File: config.mk
export PLATFORM = sky130hd
export DESIGN_NAME = byte_q_irq_top
export DESIGN_NICKNAME = d
export VERILOG_FILES = /design/src/rtl/bqi_pkg.sv /design/src/rtl/bqi_fifo.sv /design/src/rtl/bqi_wdog.sv /design/src/rtl/byte_q_irq_top.sv
export SDC_FILE = /design/constraint.sdc
export NUM_CORES = 1
export LEC_CHECK = 0
export CAP_MARGIN = 20
export CORE_MARGIN = 2
export CORE_UTILIZATION = 56
export DETAILED_ROUTE_END_ITERATION = 12
export DONT_BUFFER_PORTS = 1
export HOLD_SLACK_MARGIN = 0.1
export PLACE_DENSITY_LB_ADDON = 0.3
export REMOVE_ABC_BUFFERS = 1
export SETUP_SLACK_MARGIN = 0.15
export SLEW_MARGIN = 20
export SYNTH_ARGS = -nofsm -noshare
export SYNTH_HDL_FRONTEND = slang
export SYNTH_SLANG_ARGS = --single-unit
File: constraint.sdc
create_clock -name clk -period 3.52 [get_ports clk]
set_clock_uncertainty 0.1 [all_clocks]
set_input_delay 0.176 -clock clk [delete_from_list [all_inputs] [get_ports clk]]
set_output_delay 0.176 -clock clk [all_outputs]
set_load 0.01 [all_outputs]
File: src/rtl/bqi_pkg.sv
package bqi_pkg;
    localparam int NIRQ         = 5;
    localparam int IRQ_RX_FULL  = 0;
    localparam int IRQ_TX_EMPTY = 1;
    localparam int IRQ_RX_OVF   = 2;
    localparam int IRQ_TX_OVF   = 3;
    localparam int IRQ_RX_TOUT  = 4;
    typedef logic [NIRQ-1:0] irq_vec_t;
endpackage

File: src/rtl/bqi_fifo.sv
module bqi_fifo #(
    parameter int DEPTH = 16,
    parameter int DW    = 8,
    localparam int AW   = $clog2(DEPTH),
    localparam int LW   = AW + 1
) (
    input  logic          clk,
    input  logic          rst_n,
    input  logic          push,
    input  logic [DW-1:0] wdata,
    input  logic          pop,
    input  logic          flush,
    output logic [DW-1:0] rdata,
    output logic [LW-1:0] level,
    output logic          push_ok,
    output logic          push_drop
);
    typedef struct packed {
        logic [DEPTH-1:0][DW-1:0] mem;
        logic [AW-1:0]            wp;
        logic [AW-1:0]            rp;
        logic [LW-1:0]            lvl;
        logic [DW-1:0]            rd;
    } fifo_st_t;

    fifo_st_t st_d, st_q;
    logic full_w, empty_w, do_push, do_pop;

    always_comb begin
        st_d    = st_q;
        full_w  = (st_q.lvl == LW'(DEPTH));
        empty_w = (st_q.lvl == '0);
        do_push = push && !full_w && !flush;
        do_pop  = pop && !empty_w && !flush;
        if (flush) begin
            st_d.wp  = '0;
            st_d.rp  = '0;
            st_d.lvl = '0;
        end else begin
            if (do_push) begin
                st_d.mem[st_q.wp] = wdata;
                st_d.wp = (st_q.wp == AW'(DEPTH - 1)) ? '0 : st_q.wp + AW'(1);
            end
            if (do_pop) begin
                st_d.rd = st_q.mem[st_q.rp];
                st_d.rp = (st_q.rp == AW'(DEPTH - 1)) ? '0 : st_q.rp + AW'(1);
            end
            st_d.lvl = st_q.lvl + LW'(do_push) - LW'(do_pop);
        end
    end

    always_ff @(posedge clk) begin
        if (!rst_n) st_q <= '0;
        else        st_q <= st_d;
    end

    assign rdata     = st_q.rd;
    assign level     = st_q.lvl;
    assign push_ok   = do_push;
    assign push_drop = push && full_w && !flush;
endmodule

File: src/rtl/bqi_wdog.sv
module bqi_wdog #(
    parameter int CW = 16
) (
    input  logic          clk,
    input  logic          rst_n,
    input  logic          trigger,
    input  logic          repeat_en,
    input  logic [CW-1:0] limit,
    input  logic          restart,
    input  logic          idle,
    output logic          expire
);
    typedef struct packed {
        logic          armed;
        logic [CW-1:0] cnt;
    } wd_st_t;

    wd_st_t st_d, st_q;

    always_comb begin
        st_d   = st_q;
        expire = 1'b0;
        if (trigger) begin
            st_d.armed = 1'b1;
            st_d.cnt   = '0;
        end else if (st_q.armed) begin
            if (idle || restart) begin
                st_d.cnt = '0;
            end else if (limit != '0 && st_q.cnt == limit - CW'(1)) begin
                expire     = 1'b1;
                st_d.cnt   = '0;
                st_d.armed = repeat_en;
            end else begin
                st_d.cnt = st_q.cnt + CW'(1);
            end
        end
    end

    always_ff @(posedge clk) begin
        if (!rst_n) st_q <= '0;
        else        st_q <= st_d;
    end
endmodule

File: src/rtl/byte_q_irq_top.sv
module byte_q_irq_top
    import bqi_pkg::*;
#(
    parameter int DEPTH = 16,
    parameter int DW    = 8,
    parameter int WD_W  = 16,
    localparam int MW   = $clog2(DEPTH),
    localparam int LW   = MW + 1
) (
    input  logic            clk,
    input  logic            rst_n,
    input  logic            rx_push,
    input  logic [DW-1:0]   rx_wdata,
    input  logic            rx_pop,
    input  logic            rx_flush,
    output logic [DW-1:0]   rx_rdata,
    output logic [LW-1:0]   rx_level,
    input  logic            tx_push,
    input  logic [DW-1:0]   tx_wdata,
    input  logic            tx_pop,
    input  logic            tx_flush,
    output logic [DW-1:0]   tx_rdata,
    output logic [LW-1:0]   tx_level,
    input  logic [MW-1:0]   rx_mark,
    input  logic [MW-1:0]   tx_mark,
    input  logic            wd_trigger,
    input  logic            wd_repeat,
    input  logic [WD_W-1:0] wd_limit,
    input  logic [NIRQ-1:0] irq_en,
    input  logic [NIRQ-1:0] irq_clr,
    output logic [NIRQ-1:0] irq_raw,
    output logic [NIRQ-1:0] irq_masked,
    output logic            irq
);
    typedef struct packed {
        irq_vec_t raw;
    } top_st_t;

    top_st_t  st_d, st_q;
    logic     rx_ok, rx_drop, tx_ok, tx_drop, wd_fire;
    logic [LW-1:0] rx_thr;
    irq_vec_t set_w;

    bqi_fifo #(.DEPTH(DEPTH), .DW(DW)) u_rxq (
        .clk(clk), .rst_n(rst_n), .push(rx_push), .wdata(rx_wdata),
        .pop(rx_pop), .flush(rx_flush), .rdata(rx_rdata), .level(rx_level),
        .push_ok(rx_ok), .push_drop(rx_drop)
    );

    bqi_fifo #(.DEPTH(DEPTH), .DW(DW)) u_txq (
        .clk(clk), .rst_n(rst_n), .push(tx_push), .wdata(tx_wdata),
        .pop(tx_pop), .flush(tx_flush), .rdata(tx_rdata), .level(tx_level),
        .push_ok(tx_ok), .push_drop(tx_drop)
    );

    bqi_wdog #(.CW(WD_W)) u_wdog (
        .clk(clk), .rst_n(rst_n), .trigger(wd_trigger), .repeat_en(wd_repeat),
        .limit(wd_limit), .restart(rx_ok),
        .idle((rx_level == '0) || rx_flush), .expire(wd_fire)
    );

    always_comb begin
        st_d   = st_q;
        rx_thr = (rx_mark == '0) ? LW'(DEPTH) : {1'b0, rx_mark};
        set_w  = '0;
        set_w[IRQ_RX_FULL]  = (rx_level >= rx_thr);
        set_w[IRQ_TX_EMPTY] = (tx_level <= {1'b0, tx_mark});
        set_w[IRQ_RX_OVF]   = rx_drop;
        set_w[IRQ_TX_OVF]   = tx_drop;
        set_w[IRQ_RX_TOUT]  = wd_fire;
        st_d.raw = (st_q.raw & ~irq_clr) | set_w;
    end

    always_ff @(posedge clk) begin
        if (!rst_n) st_q <= '0;
        else        st_q <= st_d;
    end

    assign irq_raw    = st_q.raw;
    assign irq_masked = st_q.raw & irq_en;
    assign irq        = |irq_masked;
endmodule

After elaboration in Yosys (flattened, before gate mapping)
Cells that the tools add are included.
{"block": "op_classes", "addsub": 10, "n_mul": 0, "div_mod_pow": 0, "n_lt_le_gt_ge": 8, "eq_ne": 7, "shifts": 0, "n_mux": 25, "bitwise": 7, "n_reduce_logical": 35}
{"op": "128-bit bitwise mux", "count": 2}
{"op": "8-bit binary-select mux with 4-bit select", "count": 2}
{"op": "8-bit demux with 4-bit select", "count": 2}
{"op": "17-bit two-way mux", "count": 2}
{"op": "16-bit two-way mux", "count": 2}
{"op": "8-bit two-way mux", "count": 4}
{"op": "4-bit by 5-bit < comparator with 1-bit output (second input constant)", "count": 4}
{"op": "16-bit by 1-bit adder with 16-bit output (second input constant)", "count": 1}
{"op": "4-bit by 1-bit adder with 4-bit output (second input constant)", "count": 4}
{"op": "16-bit == test", "count": 1}
{"op": "4-bit == test (second input constant)", "count": 4}
{"op": "4-bit two-way mux", "count": 4}
{"op": "16-bit nonzero test", "count": 1}
{"op": "16-bit by 1-bit subtractor with 16-bit output (second input constant)", "count": 1}
{"op": "1-bit logical AND", "count": 15}
{"op": "5-bit by 1-bit adder with 5-bit output", "count": 2}
{"op": "5-bit bitwise AND", "count": 2}
{"op": "5-bit == test (second input constant)", "count": 2}
{"op": "5-bit zero test", "count": 2}
{"op": "5-bit by 1-bit subtractor with 5-bit output", "count": 2}
{"op": "4-bit by 1-bit greater-or-equal comparator with 1-bit output (second input constant)", "count": 2}
{"op": "2-bit AND reduction", "count": 4}
{"op": "1-bit zero test", "count": 6}
{"op": "1-bit two-way mux", "count": 6}
{"op": "other kinds (10)", "count": 15}
{"block": "totals", "ff_bits": 320, "latchBits": 0, "mem_bits_rw": 0, "romBits": 0, "inputBits": 60, "output_inout_bits": 37, "elab_cells": 135, "n_memories": 0}

Depth between registers and ports, before layout
Gate-level depths: netlist (run 1).
{"block": "depth", "ltp_word": 9, "depth_mapped": 18, "ltp_nobuf": 17}

Cells and area by module
A second synthesis (run 1) with hierarchy kept.
{"block": "hier_totals", "cells_unflattened": 1515, "hier_area_um2": 14939.3}
{"mod": "bqi_fifo (u_rxq)", "instances": 1, "cells_per_inst": 643, "area_per_inst_um2": 6642.6, "seq_area_each_um2": 2982.9}
{"mod": "bqi_fifo (u_txq)", "instances": 1, "cells_per_inst": 644, "area_per_inst_um2": 6423.7, "seq_area_each_um2": 2982.9}
{"mod": "bqi_wdog", "instances": 1, "cells_per_inst": 173, "area_per_inst_um2": 1421.4, "seq_area_each_um2": 340.3}
{"mod": "byte_q_irq_top", "instances": 1, "cells_per_inst": 55, "area_per_inst_um2": 451.7, "seq_area_each_um2": 100.1}

Worst setup path before layout (run 1)
No wires, ideal clock.
{"block": "synth_timing", "path_kind": "register to register", "from": "reg u_txq.st_q, in the netlist u_txq.level[3]", "to": "reg u_txq.st_q, in the netlist u_txq.level[4]", "setup_ns": 0.071, "arrival_ns": 2.900, "t_required_ns": 3.349, "slack_ns": 0.449, "stages_incl_launch_ff": 17, "path_buffers": 1, "synth_period_minus_slack_ns": 3.071, "cell_sequence": "dfxtp_1 -> inv_1 -> ha_1 -> inv_1 -> o41ai_1 -> nor2_1 -> buf_1 -> ha_1 -> inv_1 -> ha_1 -> inv_1 -> fa_1 -> inv_1 -> a21oi_1 -> nor2_1 -> or3_1 -> a21oi_1"}
{"block": "synth_via", "elab_cells_between_ends": 10, "classes_between": "add/sub: 2; eq/ne: 1; reduce/logical: 7"}
{"item": "start, declared", "line_no": "bqi_fifo.sv:26", "source": "fifo_st_t st_d, st_q;"}
{"item": "start signal, assigned", "line_no": "bqi_fifo.sv:54", "source": "else st_q <= st_d;"}
{"item": "5-bit zero test", "line_no": "bqi_fifo.sv:32", "source": "empty_w = (st_q.lvl == '0);"}
{"item": "1-bit zero test", "line_no": "bqi_fifo.sv:34", "source": "do_pop = pop && !empty_w && !flush;"}
{"item": "1-bit logical AND (2 in a row)", "line_no": "bqi_fifo.sv:34"}
{"item": "via u_txq.do_pop", "line_no": "bqi_fifo.sv:27", "source": "logic full_w, empty_w, do_push, do_pop;"}
{"item": "5-bit by 1-bit subtractor with 5-bit output", "line_no": "bqi_fifo.sv:48", "source": "st_d.lvl = st_q.lvl + LW'(do_push) - LW'(do_pop);"}
The timed path passes the listed nets, and every way through them passes these cells.
A chain may end at the register's enable or synchronous reset.

Final worst setup path (run 1)
{"block": "layout_timing", "from": "reg u_wdog.st_q[3] (netlist bit)", "to": "reg u_wdog.st_q[16] (netlist bit)"}
{"block": "layout_via", "elab_chain_cells": 6}
{"item": "start, declared", "line_no": "bqi_wdog.sv:18", "source": "wd_st_t st_d, st_q;"}
{"item": "start signal, assigned", "line_no": "bqi_wdog.sv:41", "source": "else st_q <= st_d;"}
{"item": "16-bit == test", "line_no": "bqi_wdog.sv:29", "source": "end else if (limit != '0 && st_q.cnt == limit - CW'(1)) begin"}
{"item": "1-bit logical AND", "line_no": "bqi_wdog.sv:29"}
{"item": "1-bit two-way mux", "line_no": "bqi_wdog.sv:29"}
{"item": "1-bit two-way mux", "line_no": "bqi_wdog.sv:27", "source": "if (idle || restart) begin"}
{"item": "17-bit two-way mux", "line_no": "bqi_wdog.sv:26", "source": "end else if (st_q.armed) begin"}
{"item": "17-bit two-way mux", "line_no": "bqi_wdog.sv:23", "source": "if (trigger) begin"}
No other way between the ends.

==> results.md, run 1 <==
- Final Net Count: 1576
- Final setup vio count: 0
- Largest net degree at the start of global routing: 268
- Critical path data arrival time: 3.52 ns
- Least-Margin Pin Slew: 0.838 ns
- Final wirelength: 35300 µm
- # DRC: 0
- Critical-path cell list: xnor2_1, xnor2_1, nor3_1, o211ai_1, nor4_1, nand4b_1, or3b_1, o21ba_1, dlygate4sd3_1
- Crit Path Category: register to register
- Die X: 172 µm
- Post-synth ARST share: 0
- Average wire per standard cell: 18.8 µm
- Remaining antenna violation count: 0
- CTS tree: done
- PwrDens: 453 nW/µm²
- H-tree depth: 2
- Layout cells sized above 1: 0.107
- Launching element type of the critical path: register
- Area Overhead vs Synth: 11.2%
- Status: finished, final reports clean
- Area of the die: 29500 µm²
- Clk root buf: clkbuf_16
- Worst Path Required: 3.82 ns
- Post-Syn Area: 15700 µm²
- Syn_area_per_cell: 10.6 µm²
- Core ar.: 27700 µm²
- Register area share after synthesis: 0.407
- Final cell count without fillers: 1881
- Min-delay src: rst_n
- I/O Pins: 97
- Height of the die: 172 µm
- Count leader, synth: dfxtp_1
- Critical Path Source: u_wdog.st_q[3]
- Row cnt: 61
- Worst setup EP type: register
- Adder-Cell Fraction of Synth Area: 0.0288
- GRT Util Overall: 0.241
- Total Power: 7.92 mW
- CP max FO: 6
- Clk slew on worst S/H paths: 0.06 ns
- Cts bufs inserted: 35
- Max cap viols: 0
- Most used cell, CP: xnor2_1
- Fmax: 0.311 GHz
- Fin crit share: 0.915
- Fill cell count: 2227
- Syn Inst Count: 1489
- Drt via density: 5.65
- Post-Synth Simple-Gate Area: 0.182
- CP max stage cell: dlygate4sd3_1
- Synth area leaders: dfxtp_1 41%, mux2i_1 16%, mux4_2 11%
- Unique cell type count in the Yosys netlist: 58
- Worst IR drop on VDD: 364 µV
- Yosys top cell by area: dfxtp_1
- Cell count after placement: 1769
- Longest Clk Path Bufs: 3
- Post-route setup slack: 0.300 ns
- Min Hold Slack: 0.125 ns
- Synthesized flop and latch total: 320
- Worst Path Buf+Inv: 1
- Fraction of the mapped netlist area in compound gates: 0.0432
- First-pass GRT wire length: 56100 µm
- Worst R2R Start: u_wdog.st_q[3]
- Detailed Routing Iterations Pass 1: 5
- Hold Fails Final Rpt: 0
- Post-synth top flop: dfxtp_1
- Pre-CTS setup slack: 0.367 ns
- Worst skew pair latency: 0.51 ns
- Vias in the first global route: 10500
- Starting Density: 0.568
- Syn. warnings: 0
- Largest family of logic cells by synthesized area: multiplexers
- RSZ-0062 raised after global routing: false
- Clock sink count: 320
- Via Count: 10600
- Fin crit period: 3.22 ns
- Placer Congestion: 0.907
- Grt total ovfl: 0
- Initial DRC Count: 647
- Port bufs: 0
- Slew HR: 0.441
- Final Max Slew Viols: 0
- Top-area cell type share of the netlist area: 0.407
- Leakage power: 7.62 nW
- HPWL Detailed: 22000 µm
- Antenna violations before repair: 6
- Post-synth EDFFs: 0
- Top delay family on crit path: simple AND/OR/NAND/NOR gates
- Commonest cells in the netlist: 320 x dfxtp_1, 261 x nor2b_1, 253 x mux2i_1
- Worst Hold Class: input port to register
- Critical Path Max Stage Delay: 0.54 ns
- Post-Synth XOR/XNOR Area: 0.0184
- Fraction of synthesized area in multiplexers: 0.276
-- layer usage --
metal | track usage | share of wire
met4 | 0.0626 | 0.018
met1 | 0.332 | 0.47
met5 | 0 | 0.0011
met2 | 0.388 | 0.45
met3 | 0.0469 | 0.061
-- layout make-up --
| class | count | area [µm²] | area share |
|---|---|---|---|
| multi-input cells | 1010 | 8650 | 0.494 |
| flip-flops and latches | 320 | 6410 | 0.366 |
| clock buffers | 52 | 1030 | 0.0590 |
| repair buffers | 71 | 721 | 0.0412 |
| well taps | 378 | 473 | 0.0270 |
| inverters | 43 | 161 | 0.00922 |
| clock inverters | 4 | 45.0 | 0.00257 |
| diodes | 3 | 7.51 | 0.000429 |
-- flip-flops by register name, summed over array words and instances (netlist names) --
register     cells
irq_raw          5
u_rxq.level      5
u_rxq.rdata      8
u_rxq.st_q     136
u_txq.level      5
u_txq.rdata      8
u_txq.st_q     136
u_wdog.st_q     17
-- kinds of logic after synthesis --
group,Yosys count
xor gates and xnor gates,33
buffers and inverters,159
AOI/OAI and AO/OA,101
and+or+nand+nor,507
muxes,334
DFF,320
adders and majority gates,35
-- cells in the final DEF (no fill, tap or decap), types with 4 or more instances in the layout --
master	netlist	layout
a21boi_0	25	25
a21oi_1	26	26
a31oi_1	5	4
and2_1	10	10
and3_1	8	8
buf_4	27	15
clkbuf_1	80	10
clkbuf_16	0	37
clkbuf_8	0	5
dfxtp_1	320	318
dlygate4sd3_1	0	52
ha_1	33	33
inv_1	43	43
mux2i_1	253	253
mux4_2	80	80
nand2_1	86	86
nand2b_1	8	8
nand3_1	30	30
nand4_1	15	15
nor2_1	37	36
nor2b_1	261	261
nor3_1	17	17
nor3b_1	6	5
nor4_1	5	5
o21ai_0	16	16
or3_1	5	5
xnor2_1	17	17
xor2_1	16	16
-- power breakdown --
group / internal (mW) / total [mW] / leakage, nW / switching (mW)
clock network: 2.09 / 3.49 / 0.530 / 1.41
registers: 3.67 / 3.74 / 2.58 / 0.0661
logic: 0.330 / 0.692 / 4.51 / 0.362
-- what timing repair did --
item | CTS | global route
resized for setup | 0 | 1
setup buffers | 0 | 0
endpoints found under the hold margin | 308 | 0
setup endpoints to repair | 0 | 2
hold buffers | 53 | 0
-- worst reg2reg max path, delay by kind of cell, from the launching register on --
family / cells / cell delay (ns)
flops: 1 / 0.46
simple gates: 4 / 1.39
xor+xnor: 2 / 0.26
compound gates: 2 / 0.35
buf+inv: 1 / 0.54
-- metrics by stage --
step,area [µm²],setup TNS [ns],utilization
after floorplan,15200,-0.00139,-
after global placement,15900,0,0.572
after detailed placement,15900,0,0.572
after CTS,17500,0,0.631
after global routing,17500,0,0.632
final,17500,0,0.632
-- final timing paths --
path | to | slack (ns) | depth (start not counted)
max | u_wdog.st_q[16] | 0.30 | 9
min | u_rxq.level[1] | 0.12 | 2
max reg2reg | u_wdog.st_q[16] | 0.30 | 9
min reg2reg | u_txq.st_q[144] | 0.39 | 2
(Power assumes the default switching activity.)
==> inputs of run 2 (changes only) <==
--- a/config.mk
+++ b/config.mk
@@ -10,6 +10,7 @@
 export CORE_UTILIZATION = 56
 export DETAILED_ROUTE_END_ITERATION = 12
 export DONT_BUFFER_PORTS = 1
+export GPL_TIMING_DRIVEN = 0
 export HOLD_SLACK_MARGIN = 0.1
 export PLACE_DENSITY_LB_ADDON = 0.3
 export REMOVE_ABC_BUFFERS = 1
==> constraint.sdc (replaced) <==
create_clock -name clk -period 4 [get_ports clk]
set_clock_uncertainty 0.1 [all_clocks]
set_input_delay 0.2 -clock clk [delete_from_list [all_inputs] [get_ports clk]]
set_output_delay 0.2 -clock clk [all_outputs]
set_load 0.01 [all_outputs]
==> run 2 against run 1 <==
Critical path depth rose by 6. Non-clock buffer count fell by 14. Register-to-register slack improved by 0.15 ns. Global-route usage fell by 0.25 points. Die area did not move. Core utilization rose by 0.37 points. Critical path type unchanged.
==> results.md, run 2 (same netlist as run 1, synthesis figures left out) <==
- Height of the die: 172 µm (unchanged)
- First-pass GRT wire length: 55200 µm (-1.6%)
- Longest Clk Path Bufs: 3 (unchanged)
- Post-CTS Setup Inserts: 0 (unchanged)
- CTS tree: done
- Worst IR drop on VDD: 305 µV (-16%)
- Final Net Count: 1562 (-0.89%)
- Fin crit share: 0.886 (-0.0283)
- Critical path data arrival time: 3.88 ns (+0.36 ns)
- R2R Setup Slk: 0.45 ns (+0.15 ns)
- Worst Path Required: 4.34 ns (+0.52 ns)
- Worst setup EP type: register
- Core ar.: 27700 µm² (unchanged)
- GRT Util Overall: 0.238 (-0.00254)
- Cts bufs inserted: 35 (unchanged)
- Worst hold stages: 4 (+2)
- Row cnt: 61 (unchanged)
- Fmax: 0.282 GHz (-9.2%)
- Final wirelength: 35200 µm (-0.25%)
- WHS Endpoint: u_rxq.st_q[13]
- Hold Fails Final Rpt: 0 (unchanged)
- Slew HR: 0.390 (-0.0506)
- Remaining antenna violation count: 0 (unchanged)
- Worst Reg-to-Reg Cells: 15 (+6)
- Crit Path Category: register to register
- Fill cell count: 2191 (-1.6%)
- Initial DRC Count: 892 (+38%)
- Most used cell, CP: inv_1
- Commonest non-fill, non-tap cell in the layout: dfxtp_1
- H-tree depth: 2 (unchanged)
- Fin crit period: 3.55 ns (+0.326 ns)
- Clock sink count: 320 (unchanged)
- Worst R2R Start: u_txq.level[2]
- Area Overhead vs Synth: 11.9%
- Starting Density: 0.568 (unchanged)
- R2R Path End: u_txq.level[4]
- Setup TNS: 0 ns (unchanged)
- Largest net degree at the start of global routing: 271 (+1.1%)
- Clk slew on worst S/H paths: 0.06 ns (about the same)
- Final setup vio count: 0 (unchanged)
- Leakage power: 7.64 nW (+0.28%)
- Grt total ovfl: 0 (unchanged)
- Dpl cell area: 15800 µm² (-0.18%)
- Most frequent cells in the layout: 316 x dfxtp_1, 261 x nor2b_1, 253 x mux2i_1, 85 x nand2_1, 80 x mux4_2
- Worst skew pair latency: 0.52 ns (about the same)
- Via Count: 10700 (+0.80%)
- Final Max Slew Viols: 0 (unchanged)
- Critical-path cell list: inv_1, ha_1, inv_1, o41ai_1, nor2_2, ha_1, inv_1, ha_1, inv_1, fa_1, inv_1, a21oi_1, nor2_1, or3_1, a21oi_1
- Final instance area: 17600 µm² (+0.58%)
- RSZ-0062 raised after global routing: false
- CP max stage cell: o41ai_1
- Drt via density: 5.71 (+1.2%)
- I/O Pins: 97 (unchanged)
- Vias in the first global route: 10200 (-2.9%)
- Critical Path Max Stage Delay: 0.69 ns (+0.15 ns)
- Detailed Routing Iterations Pass 1: 5 (unchanged)
- Area of the die: 29500 µm² (unchanged)
- HPWL Detailed: 21200 µm (-3.5%)
- # DRC: 0 (unchanged)
- Port bufs: 0 (unchanged)
- Launching element type of the critical path: register
- Least-Margin Pin Slew: 0.912 ns (+0.0734 ns)
- Clk root buf: clkbuf_16
- Top flop regs: u_rxq.st_q (136), u_txq.st_q (136), u_wdog.st_q (17)
- Average wire per standard cell: 18.8 µm (+0.13%)
- Die X: 172 µm (unchanged)
- CP max FO: 12 (+6)
- Worst Hold Class: input port to register
- Min-delay src: rx_flush
- Layout cells sized above 1: 0.111 (+0.00385)
- Placer Congestion: 0.845 (-6.8%)
- Antenna violations before repair: 6 (unchanged)
- Max cap viols: 0 (unchanged)
- PwrDens: 416 nW/µm² (-8.1%)
- Status: finished, final reports clean
-- run 2: routing by layer --
metal  vias to the layer above  part of all wire  global-route usage
met5                         -           0.00068                   0
met4                         4             0.016              0.0520
met3                        50             0.063              0.0423
met2                       304              0.46               0.382
met1                      5197              0.47               0.337
li1                       5150                 -                   -
-- run 2: how the worst max path moves through the flow --
stage,cells after the start,startpoint,to,slack (ns)
3_3_place_gp,7,u_txq.level[2],u_txq.st_q[112],-0.51
4_1_cts,17,u_rxq.level[2],u_rxq.level[4],0.43
2_1_floorplan,12,u_txq.level[2],u_txq.level[4],0.48
5_1_grt,9,u_txq.level[2],u_txq.st_q[143],0.17
3_5_place_dp,17,u_rxq.level[2],u_rxq.level[4],0.46
6_report,15,u_txq.level[2],u_txq.level[4],0.45
-- run 2: cell type report --
class                           count  area (µm²)  share of cell area
Antenna cell                        3        7.51            0.000426
Clock buffer                       51        1060              0.0601
Clock inverter                     12         180              0.0102
Inverter                           43         161             0.00917
Multi-Input combinational cell   1010        8660               0.492
Sequential cell                   320        6420               0.364
Tap cell                          378         473              0.0269
Timing Repair Buffer               57         647              0.0367
-- run 2: power breakdown --
group	switching, mW	internal, mW	leakage, nW
combinational	0.325	0.288	4.45
sequential	0.0572	3.23	2.58
clock	1.32	2.10	0.605
-- run 2: repair_timing --
item                                    4_1_cts  5_1_grt
resized for setup                             0        1
hold buffers                                 49        1
endpoints found under the setup margin        0        1
hold endpoints to repair                    302       10
-- run 2: through the flow --
step                      hold slack [ns]  std cells  total power [mW]  worst slack [ns]  utilization
after floorplan                     0.222       1373              3.73             0.479            -
after global placement              0.235       1751              3.81            -0.510        0.566
after detailed placement            0.239       1758              3.84             0.455        0.571
after CTS                           0.116       1870              7.37             0.429        0.634
after global routing                0.119       1873              7.57             0.172        0.635
final                              0.0766       1874              7.32             0.454        0.635
-- run 2: worst max-delay path: cells and delay by family, from the launching register on --
kind / cells / cell delay [ns]
DFF: 1 / 0.38
adders and majority gates: 4 / 0.94
AOI/OAI and AO/OA: 3 / 0.96
buffers and inverters: 5 / 0.33
and+or+nand+nor: 3 / 0.75
==> inputs of run 3 (changes only) <==
--- a/config.mk
+++ b/config.mk
@@ -5,6 +5,7 @@
 export SDC_FILE = /design/constraint.sdc
 export NUM_CORES = 1
 export LEC_CHECK = 0
+export ABC_AREA = 1
 export CAP_MARGIN = 20
 export CORE_MARGIN = 2
 export CORE_UTILIZATION = 56
@@ -13,7 +14,6 @@
 export GPL_TIMING_DRIVEN = 0
 export HOLD_SLACK_MARGIN = 0.1
 export PLACE_DENSITY_LB_ADDON = 0.3
-export REMOVE_ABC_BUFFERS = 1
 export SETUP_SLACK_MARGIN = 0.15
 export SLEW_MARGIN = 20
 export SYNTH_ARGS = -nofsm -noshare
==> run 3 against run 2 <==
Area after synthesis fell by 0.90%. Sequential power barely moved. Final cell count rose by 41%. Routed wire length rose by 30%. Final area fell by 1.1%. Critical endpoint is now u_rxq.level[4]. Synthesized cell count rose by 46%. Highest routed layer is now met4. Sequential cell count did not move. Largest power group is now sequential cells. First-iteration DRC count rose by 89%. Core utilization fell by 0.50 points. Clock-buffer cell count fell by 3.
==> results.md, run 3 <==
- Yosys top cell by area: dfxtp_1
- Top flop regs: u_rxq.st_q (136), u_txq.st_q (136), u_wdog.st_q (17)
- Layout cells sized above 1: 0.0675 (-0.0437)
- Critical path data arrival time: 3.75 ns (-0.13 ns)
- Worst IR drop on VDD: 277 µV (-9.2%)
- Port bufs: 0 (unchanged)
- Clock network power share: 0.418 (-0.049)
- Grt total ovfl: 0 (unchanged)
- Top Layer Used: met4
- Worst R2R Start: u_rxq.level[2]
- PwrDens: 404 nW/µm² (-2.7%)
- Sequential share of power: 0.468 (+0.019)
- GRT Util Overall: 0.307 (+0.0689)
- Final Max Slew Viols: 0 (unchanged)
- Unique cell type count in the Yosys netlist: 40 (-31%)
- DRT met1 WL: 19500 µm (+19%)
- Syn Inst Count: 2177 (+46%)
- Post-CTS Setup Inserts: 0 (unchanged)
- Placer Congestion: 0.954 (+13%)
- Post-Synth XOR/XNOR Area: 0.0163 (-0.00208)
- Syn Nets: 2272
- Fin crit period: 3.40 ns (-0.146 ns)
- Critical Path Source: u_rxq.level[2]
- Count leader, synth: o21ai_0
- First-pass GRT wire length: 71500 µm (+30%)
- Core ar.: 27600 µm² (-0.28%)
- Crit Path Category: register to register
- Area Overhead vs Synth: 11.7%
- # DRC: 0 (unchanged)
- Net Sw Power: 1.84 mW (+8.3%)
- Sw frac: 0.262 (+0.0291)
- Status: finished, final reports clean
- Average wire per standard cell: 17.3 µm (-8.2%)
- Via Count: 15100 (+41%)
- Remaining antenna violation count: 0 (unchanged)
- Longest Clk Path Bufs: 3 (unchanged)
- Final setup vio count: 0 (unchanged)
- Syn_area_per_cell: 7.16 µm² (-32%)
- Largest net degree at the start of global routing: 16 (-94%)
- Leakage power: 6.40 nW (-16%)
- Worst setup EP type: register
- Post-Synth Simple-Gate Area: 0.120 (-0.0622)
- Final wirelength: 45700 µm (+30%)
- Post-synth EDFFs: 0 (unchanged)
- I/O Pins: 97 (unchanged)
- Starting Density: 0.564 (-0.00355)
- Top-area cell type share of the netlist area: 0.411 (+0.00369)
- Combinational cell fraction of total power: 0.114 (+0.030)
- Commonest cells in the netlist: 421 x o21ai_0, 416 x a21oi_1, 356 x inv_1
- Detailed Routing Iterations Pass 1: 8 (+3)
- Antenna violations before repair: 1 (-5)
- Register area share after synthesis: 0.411 (+0.00369)
- Fin crit share: 0.850 (-0.0364)
- Adder-Cell Fraction of Synth Area: 0.0290 (+0.000261)
- Final Net Count: 2340 (+50%)
- Synthesized flop and latch total: 320 (unchanged)
- Worst Hold Class: input port to register
- Hold Fails Final Rpt: 0 (unchanged)
- Initial DRC Count: 1685 (+89%)
- Syn. warnings: 0 (unchanged)
- Row cnt: 61 (unchanged)
- CTS tree: done
- Min-delay src: rx_wdata[2]
- Post-synth ARST share: 0 (unchanged)
- Fmax: 0.294 GHz (+4.3%)
- Max cap viols: 0 (unchanged)
- CP max FO: 10 (-2)
- Slew HR: 0.456 (+0.0655)
- Synth area leaders: dfxtp_1 41%, o21ai_0 14%, a21oi_1 13%
- R2R Setup Slk: 0.60 ns (+0.15 ns)
- Cts bufs inserted: 31 (-11%)
- Fraction of synthesized area in multiplexers: 0 (-0.276)
- Die X: 171 µm (-0.44%)
- Drt via density: 5.72 (about the same)
- Most frequent cells in the layout: 421 x o21ai_0, 416 x a21oi_1, 356 x inv_1, 320 x dfxtp_1, 131 x nand2_1
- Clk root buf: clkbuf_16
- Least-Margin Pin Slew: 0.816 ns (-0.0956 ns)
- Commonest non-fill, non-tap cell in the layout: o21ai_0
- H-tree depth: 1 (-1)
- Launching element type of the critical path: register
- Clk slew on worst S/H paths: 0.07 ns (about the same)
- Largest family of logic cells by synthesized area: compound AO/OA/AOI/OAI gates
- Power Internal: 5.20 mW (-7.4%)
- Height of the die: 171 µm (-0.44%)
- Worst skew pair latency: 0.57 ns (+0.05 ns)
- Setup TNS: 0 ns (unchanged)
- Vias in the first global route: 14000 (+37%)
- Met2 WL post-DR: 20100 µm (+25%)
- Fraction of the mapped netlist area in compound gates: 0.284 (+0.241)
- Post-Syn Area: 15600 µm² (-0.90%)
- Clock sink count: 320 (unchanged)
- Post-synth top flop: dfxtp_1
- Routed met3 length: 4930 µm (+120%)
- Min Hold Slack: 0.145 ns (+0.0684 ns)
- HPWL Detailed: 32100 µm (+51%)
- Worst Path Required: 4.35 ns (about the same)
- Area of the die: 29200 µm² (-0.88%)
- RSZ-0062 raised after global routing: false
[run 3: changes by cell type after synthesis, moves of 45 or more]
cell | previous run | this run
nor2b_1 | 261 | 0
nand3_1 | 30 | 94
nor2_1 | 37 | 84
mux2i_1 | 253 | 0
nand2_1 | 86 | 131
inv_1 | 43 | 356
a21oi_1 | 26 | 416
mux4_2 | 80 | 0
o21ai_0 | 16 | 421
[run 3: worst max-delay path: stages, from the launching register on]
cell,delay [ns]
dfxtp_1,0.40
inv_1,0.09
ha_1,0.23
nand3_1,0.08
o21ai_0,0.07
inv_1,0.08
nand2_1,0.17
inv_1,0.15
clkbuf_1,0.43
ha_1,0.33
inv_1,0.05
ha_1,0.16
inv_1,0.06
fa_1,0.39
nor3_1,0.21
a211oi_1,0.08
o21ai_0,0.15
a21oi_1,0.05
[run 3: final cells by class]
| cell class | count | area (µm²) |
|---|---|---|
| Clock buffer | 48 | 910 |
| Tap cell | 378 | 473 |
| Timing Repair Buffer | 35 | 350 |
| Buffer | 163 | 801 |
| Inverter | 367 | 1380 |
| Sequential cell | 320 | 6410 |
| Fill cell | 2512 | 10200 |
| Antenna cell | 1 | 2.50 |
| Clock inverter | 7 | 88.8 |
| Multi-Input combinational cell | 1327 | 7010 |
[run 3: cell families after synthesis]
logic type                 count (synthesis)
AOI/OAI and AO/OA                        872
xor gates and xnor gates                  29
adders and majority gates                 35
buffers and inverters                    530
DFF                                      320
and+or+nand+nor                          391
[run 3: worst paths after layout]
kind | depth (start not counted) | to
max | 17 | u_rxq.level[4]
min | 3 | u_rxq.st_q[143]
max reg2reg | 17 | u_rxq.level[4]
min reg2reg | 2 | u_txq.st_q[25]
[run 3: routing by layer]
layer / global-route usage / up-vias
met4: 0.0958 / 0
met5: 0 / -
met2: 0.487 / 746
met3: 0.0641 / 104
li1: - / 7343
met1: 0.420 / 6929
[run 3: power by group through the flow]
stage / registers (mW) / clock network [mW] / logic (mW)
floorplan: 3.35 / 0 / 0.529
global placement: 3.37 / 0 / 0.703
detailed placement: 3.37 / 0 / 0.724
CTS: 3.30 / 2.94 / 0.781
global route: 3.30 / 3.05 / 0.884
finish: 3.30 / 2.94 / 0.802
[run 3: metrics by stage]
stage / utilization / total power, mW / setup WS, ns / cell area, µm² / std cells
3_3_place_gp: 0.581 / 4.07 / 0.719 / 16100 / 2555
6_report: 0.630 / 7.04 / 0.600 / 17400 / 2646
4_1_cts: 0.630 / 7.02 / 0.651 / 17400 / 2645
3_5_place_dp: 0.581 / 4.09 / 0.685 / 16100 / 2555
5_1_grt: 0.630 / 7.24 / 0.263 / 17400 / 2646
2_1_floorplan: - / 3.88 / 1.29 / 15600 / 2177
[run 3: repair_timing]
action                                 in CTS  in global routing
endpoints found under the hold margin     175                  0
hold buffers                               35                  0
resized for setup                           0                  0
